### config.mk
export PLATFORM = sky130hd
export DESIGN_NAME = mem_link_bridge
export DESIGN_NICKNAME = d
export VERILOG_FILES = /design/src/rtl/mem_link_pkg.sv /design/src/rtl/link_phase_counter.sv /design/src/rtl/link_rx_assembler.sv /design/src/rtl/link_tx_serialiser.sv /design/src/rtl/mem_link_bridge.sv
export SDC_FILE = /design/constraint.sdc
export NUM_CORES = 1
export LEC_CHECK = 0
export ABC_AREA = 1
export ABC_CLOCK_PERIOD_IN_PS = 2600
export CAP_MARGIN = 20
export CORE_MARGIN = 2
export CORE_UTILIZATION = 54
export CTS_CLUSTER_SIZE = 25
export DETAILED_ROUTE_END_ITERATION = 12
export GPL_TIMING_DRIVEN = 1
export HOLD_SLACK_MARGIN = 0.12
export PLACE_DENSITY = 0.8
export SYNTH_ARGS = -nofsm -noshare
export SYNTH_HDL_FRONTEND = slang
export SYNTH_HIERARCHICAL = 1
export SYNTH_SLANG_ARGS = --single-unit
### constraint.sdc
create_clock -name clk -period 2.6 [get_ports clk]
set_clock_uncertainty 0.1 [all_clocks]
set_input_delay 0.52 -clock clk [delete_from_list [all_inputs] [get_ports clk]]
set_output_delay 0.52 -clock clk [all_outputs]
set_load 0.005 [all_outputs]
### src/rtl/mem_link_pkg.sv
package mem_link_pkg;
    localparam int BYTE_W      = 8;
    localparam int PHASES      = 8;
    localparam int PH_W        = $clog2(PHASES);
    localparam int IADDR_BYTES = 3;
    localparam int DADDR_BYTES = 3;
    localparam int IWORD_BYTES = 4;
    localparam int DWORD_BYTES = 2;
    localparam int IADDR_W     = IADDR_BYTES * BYTE_W;
    localparam int DADDR_W     = DADDR_BYTES * BYTE_W;
    localparam int IWORD_W     = IWORD_BYTES * BYTE_W;
    localparam int DWORD_W     = DWORD_BYTES * BYTE_W;

    // receive slots
    localparam int PH_FLAGS  = 0;
    localparam int PH_IADDR0 = PH_FLAGS + 1;
    localparam int PH_DADDR0 = PH_IADDR0 + IADDR_BYTES;
    localparam int PH_LAST   = PHASES - 1;

    // transmit slots
    localparam int PH_STATUS = 0;
    localparam int PH_IWORD0 = PH_STATUS + 1;
    localparam int PH_DWORD0 = PH_IWORD0 + IWORD_BYTES;

    // flag byte bits
    localparam int FLG_RESTART = 0;
    localparam int FLG_STALL   = 1;
    localparam int FLG_RD_N    = 2;

    // status byte bits
    localparam int STS_STARTED = 0;
    localparam int STS_STOPPED = 1;
    localparam int STS_IRDY    = 2;
    localparam int STS_DRDY    = 3;

    typedef struct packed {
        logic               restart;
        logic               stall;
        logic               rd_n;
        logic [IADDR_W-1:0] iaddr;
        logic [DADDR_W-1:0] daddr;
    } link_req_t;
endpackage

### src/rtl/link_phase_counter.sv
module link_phase_counter
    import mem_link_pkg::*;
(
    input  logic            clk,
    input  logic            rst_n,
    output logic [PH_W-1:0] phase,
    output logic            frame_end
);
    typedef struct packed {
        logic [PH_W-1:0] cnt;
    } ph_state_t;

    ph_state_t st_d, st_q;

    always_comb begin
        st_d     = st_q;
        st_d.cnt = (st_q.cnt == PH_W'(PH_LAST)) ? '0 : st_q.cnt + 1'b1;
    end

    always_ff @(posedge clk) begin
        if (!rst_n) st_q <= '0;
        else        st_q <= st_d;
    end

    assign phase     = st_q.cnt;
    assign frame_end = (st_q.cnt == PH_W'(PH_LAST));
endmodule

### src/rtl/link_rx_assembler.sv
module link_rx_assembler
    import mem_link_pkg::*;
(
    input  logic              clk,
    input  logic              rst_n,
    input  logic [PH_W-1:0]   phase,
    input  logic              frame_end,
    input  logic [BYTE_W-1:0] rx_byte,
    output link_req_t         req,
    output logic              req_valid,
    output logic              fetch_kick
);
    typedef struct packed {
        link_req_t shadow;
        link_req_t held;
        logic      valid;
        logic      kick;
    } rx_state_t;

    rx_state_t st_d, st_q;

    always_comb begin
        st_d       = st_q;
        st_d.valid = 1'b0;
        st_d.kick  = 1'b0;

        if (phase == PH_W'(PH_FLAGS)) begin
            st_d.shadow.restart = rx_byte[FLG_RESTART];
            st_d.shadow.stall   = rx_byte[FLG_STALL];
            st_d.shadow.rd_n    = rx_byte[FLG_RD_N];
        end
        for (int b = 0; b < IADDR_BYTES; b++) begin
            if (phase == PH_W'(PH_IADDR0 + b))
                st_d.shadow.iaddr[b*BYTE_W +: BYTE_W] = rx_byte;
        end
        for (int b = 0; b < DADDR_BYTES; b++) begin
            if (phase == PH_W'(PH_DADDR0 + b))
                st_d.shadow.daddr[b*BYTE_W +: BYTE_W] = rx_byte;
        end

        // reserved slot byte is dropped; commit the assembled frame
        if (frame_end) begin
            st_d.held  = st_q.shadow;
            st_d.valid = 1'b1;
            st_d.kick  = st_q.shadow.restart;
        end
    end

    always_ff @(posedge clk) begin
        if (!rst_n) st_q <= '0;
        else        st_q <= st_d;
    end

    assign req        = st_q.held;
    assign req_valid  = st_q.valid;
    assign fetch_kick = st_q.kick;
endmodule

### src/rtl/link_tx_serialiser.sv
module link_tx_serialiser
    import mem_link_pkg::*;
(
    input  logic               clk,
    input  logic               rst_n,
    input  logic [PH_W-1:0]    phase,
    input  logic               frame_end,
    input  logic               started,
    input  logic               stopped,
    input  logic               ivalid,
    input  logic [IWORD_W-1:0] iword,
    input  logic               dvalid,
    input  logic [DWORD_W-1:0] dword,
    output logic [BYTE_W-1:0]  tx_byte
);
    typedef struct packed {
        logic [IWORD_W-1:0] ihold;
        logic               ipend;
        logic [DWORD_W-1:0] dhold;
        logic               dpend;
        logic [BYTE_W-1:0]  f_status;
        logic [IWORD_W-1:0] f_iword;
        logic [DWORD_W-1:0] f_dword;
    } tx_state_t;

    tx_state_t st_d, st_q;

    always_comb begin
        st_d = st_q;
        if (ivalid) begin
            st_d.ihold = iword;
            st_d.ipend = 1'b1;
        end
        if (dvalid) begin
            st_d.dhold = dword;
            st_d.dpend = 1'b1;
        end

        if (frame_end) begin
            st_d.f_status              = '0;
            st_d.f_status[STS_STARTED] = started;
            st_d.f_status[STS_STOPPED] = stopped;
            st_d.f_status[STS_IRDY]    = st_d.ipend;
            st_d.f_status[STS_DRDY]    = st_d.dpend;
            st_d.f_iword               = st_d.ipend ? st_d.ihold : '0;
            st_d.f_dword               = st_d.dpend ? st_d.dhold : '0;
            st_d.ipend                 = 1'b0;
            st_d.dpend                 = 1'b0;
        end
    end

    always_ff @(posedge clk) begin
        if (!rst_n) st_q <= '0;
        else        st_q <= st_d;
    end

    always_comb begin
        tx_byte = st_q.f_status;
        for (int b = 0; b < IWORD_BYTES; b++) begin
            if (phase == PH_W'(PH_IWORD0 + b))
                tx_byte = st_q.f_iword[b*BYTE_W +: BYTE_W];
        end
        for (int b = 0; b < DWORD_BYTES; b++) begin
            if (phase == PH_W'(PH_DWORD0 + b))
                tx_byte = st_q.f_dword[b*BYTE_W +: BYTE_W];
        end
    end
endmodule

### src/rtl/mem_link_bridge.sv
module mem_link_bridge
    import mem_link_pkg::*;
(
    input  logic               clk,
    input  logic               rst_n,
    input  logic [BYTE_W-1:0]  link_rx,
    output logic [BYTE_W-1:0]  link_tx,
    output logic               req_valid,
    output logic               fetch_kick,
    output logic               req_restart,
    output logic               req_stall,
    output logic               req_rd_n,
    output logic [IADDR_W-1:0] req_iaddr,
    output logic [DADDR_W-1:0] req_daddr,
    input  logic               mem_started,
    input  logic               mem_stopped,
    input  logic               mem_ivalid,
    input  logic [IWORD_W-1:0] mem_iword,
    input  logic               mem_dvalid,
    input  logic [DWORD_W-1:0] mem_dword
);
    logic [PH_W-1:0] phase_w;
    logic            frame_end_w;
    link_req_t       req_w;

    link_phase_counter i_phase (
        .clk       (clk),
        .rst_n     (rst_n),
        .phase     (phase_w),
        .frame_end (frame_end_w)
    );

    link_rx_assembler i_rx (
        .clk        (clk),
        .rst_n      (rst_n),
        .phase      (phase_w),
        .frame_end  (frame_end_w),
        .rx_byte    (link_rx),
        .req        (req_w),
        .req_valid  (req_valid),
        .fetch_kick (fetch_kick)
    );

    link_tx_serialiser i_tx (
        .clk       (clk),
        .rst_n     (rst_n),
        .phase     (phase_w),
        .frame_end (frame_end_w),
        .started   (mem_started),
        .stopped   (mem_stopped),
        .ivalid    (mem_ivalid),
        .iword     (mem_iword),
        .dvalid    (mem_dvalid),
        .dword     (mem_dword),
        .tx_byte   (link_tx)
    );

    assign req_restart = req_w.restart;
    assign req_stall   = req_w.stall;
    assign req_rd_n    = req_w.rd_n;
    assign req_iaddr   = req_w.iaddr;
    assign req_daddr   = req_w.daddr;
endmodule

==> qor.yml <==
synth-seq-cells: 209
crit_path_cell_trace: "inv_4 > nor2_4 > buf_6 > nand3_1 > nand3_1 > nand2_1 > nand2_1 > nand2_1 > nand2_1 > nand2_1 > dlygate4sd2_1"
ff2ff_path_depth: 4
clockBufferDepth: 3
cts_sinks: 209
start_kind: "register"
core_area_sq_mm: 0.01515
grt_pass1_wl_microns: 30660
cts_max_level: 1
maxSlewViolCount: 0
start_util_pct: 55.02
synth_top_area_cell: "dfxtp_1"
crit_path_frequent_cell: "nand2_1"
overflow: 0
worstHoldPathType: "register to register"
cp-end-kind: "output pin"
gr-usage-all-layers_pct: 22.88
critPathMaxStageDelay_ns: 0.37
drc: 0
pwr_density_cell_mw_per_mm2: 707.8
crit_required_ns: 1.98
diodes: 0
viasPerCell: 5.118
synth_mux_area_share_pct: 1.562
synth_area_leaders: "dfxtp_1, nor2_1, nand2_1"
hold_depth: 2
fmax_mhz: 408.0
cp_slowest_cell: "dfxtp_4"
synth_cells: 1069
gp_congestion: 0.8502
worstMarginPinSlew_ns: 0.8027
synth-edff-count: 0
drt_iter0_drc: 577
ys_seq_area_share_pct: 50.21
ys_warn_count: 6
yosys.area_share.simple_pct: 24.70
rows: 45
rsz0062_at_grt: "false"
period_needed_ns: 2.451
fin_nets: 1190
area_growth_pct: 20.47
syn_nets: 1133
finalWorstSetupSlack_ns: 0.1491
vdd_drop_max_uv: 540.6
synthAdderAreaFrac_pct: 0.3003
grt_pass1_vias: 6255
cts_hold_buffers: 0
root_buffer: "clkbuf_16"
die_h_microns: 128.2
cts_tree: "built"
final-setup-viol-count: 0
status: "complete, no violations"
die-area_sq_mm: 0.01644
synth_flop_cell: "dfxtp_1"
drv_cap: 0
path_class: "register to output pin"
synth_top_family_by_area: "simple AND/OR/NAND/NOR gates"
final_layout_size_suffix_gt1_share_pct: 7.550
antenna_found_initial: 0
preCtsSetupSlack_ns: 0.2199
port_buffers: 122
p_leak_nw: 4.243
pin_count: 123
finalCritPeriodShare_pct: 94.26
place_hpwl_microns: 12410
syn_area_per_cell_sq_um: 7.795
async_flop_share_pct: 0
synth_top_area_share_pct: 50.21
numCtsBuffers: 21
syn_area_sq_mm: 0.008333
wl_per_cell_microns: 14.28
cp.arrival_ns: 1.83
report.final.hold_viol_count: 0
synth_xor_area_share_pct: 0
crit_fanout: 4
firstDrtPassIters: 7
fin_tns_setup_ns: 0
clk_pin_slew_ns: 0.06
whs_ns: 0.3452
clk_latency_ns: 0.48
final_antenna_net_count: 0
synth.distinct_cells: 35
die_w_microns: 128.2
grt_max_degree: 90
synth_compound_area_share_pct: 10.47
timing.slew.headroom_pct: 46.43
routed_wl_microns: 18940
vias: 6791
[path summary, 6_finish.rpt]
path | from | to | slack [ns]
worst min register to register | i_rx/st_q[53] | i_rx/req[0] | 0.35
worst max-delay path | i_phase/phase[0] | link_tx[0] | 0.15
worst min-delay path | i_rx/st_q[53] | i_rx/req[0] | 0.35
worst max register to register | i_phase/phase[2] | i_tx/st_q[15] | 0.55
[routing by layer]
layer / global-route usage (%) / up-vias / wire [microns]
met5: 0 / - / 0
met4: 6.399 / 0 / 359
met3: 3.297 / 29 / 1078
met2: 36.58 / 167 / 8577
met1: 32.45 / 3129 / 8928
li1: - / 3466 / -
[cell families (layout without fill, tap and decap cells)]
logic type,count (synthesis),in the layout
buffers and inverters,208,277
AO/OA/AOI/OAI,157,157
adder cells (fa/ha/maj),2,2
AND/OR/NAND/NOR,480,481
flip-flops,209,209
multiplexers,13,13
[placed cells by master (no fill, tap or decap), types with 5 or more instances in the layout]
cell	instances
buf_4	18
nor2_2	9
a32o_1	7
clkdlybuf4s50_1	113
nand3b_1	5
mux2i_1	13
inv_2	5
nor2_1	186
nand2_1	184
nand3_1	78
a21oi_1	21
o21ai_0	83
dfxtp_1	206
o31ai_1	12
clkbuf_1	6
nand3_4	7
o22ai_1	5
inv_1	88
dlygate4sd2_1	7
o21ai_1	25
clkbuf_16	21
[Yosys cell counts, types with 7 or more instances]
library cell    n
dfxtp_1       209
nand3_1        79
a32o_1          7
o21ai_0        83
nor2_1        186
mux2i_1        13
o21ai_1        25
a21oi_1        21
inv_2           8
buf_2          21
buf_4          51
clkbuf_1       26
o31ai_1        12
nand2_1       184
nor2_2          9
inv_1          88
[critical path, delay by kind of cell, from the launching register on]
| family | cells | cell delay, ns |
|---|---|---|
| DFF | 1 | 0.37 |
| buffers and inverters | 3 | 0.44 |
| and+or+nand+nor | 8 | 0.54 |
[report_power, final]
group / internal [W] / total [W] / leakage, nW / switching, W
sequential: 0.00331 / 0.00334 / 1.70 / 0.0000341
combinational: 0.000241 / 0.000602 / 2.19 / 0.000361
clock: 0.00197 / 0.00316 / 0.352 / 0.00119
[what timing repair did]
item / in CTS / in global routing
resized for setup: 18 / 3
setup buffers: 4 / 0
cloned: 1 / 0
pin swaps: 2 / 1
endpoints found under the setup margin: 8 / 3
[metrics by stage]
stage | instances | power (W) | util, % | area [sq um]
global route | 1327 | 0.007359 | 66.28 | 10040
detailed placement | 1286 | 0.003994 | 61.06 | 9248
floorplan | 1069 | 0.003781 | - | 8333
CTS | 1327 | 0.007148 | 66.23 | 10030
finish | 1327 | 0.007105 | 66.28 | 10040
global placement | 1286 | 0.003981 | 61.06 | 9248
[area by class of cell]
type	count	area, sq um
repair buffers	142	1389
inverters	99	386.6
flip-flops and latches	209	4193
clock buffers	30	589.3
well taps	188	235.2
fillers	1251	5107
multi-input cells	653	3115
clock inverters	6	130.1
[sequential cells by signal (all words and copies together) (netlist names)]
| signal | count |
|---|---|
| i_rx/st_q | 51 |
| i_rx/fetch_kick | 1 |
| i_rx/req_valid | 1 |
| i_tx/st_q | 102 |
| i_phase/phase | 3 |
| i_rx/req | 51 |
Power figures use the tool's default switching activity.
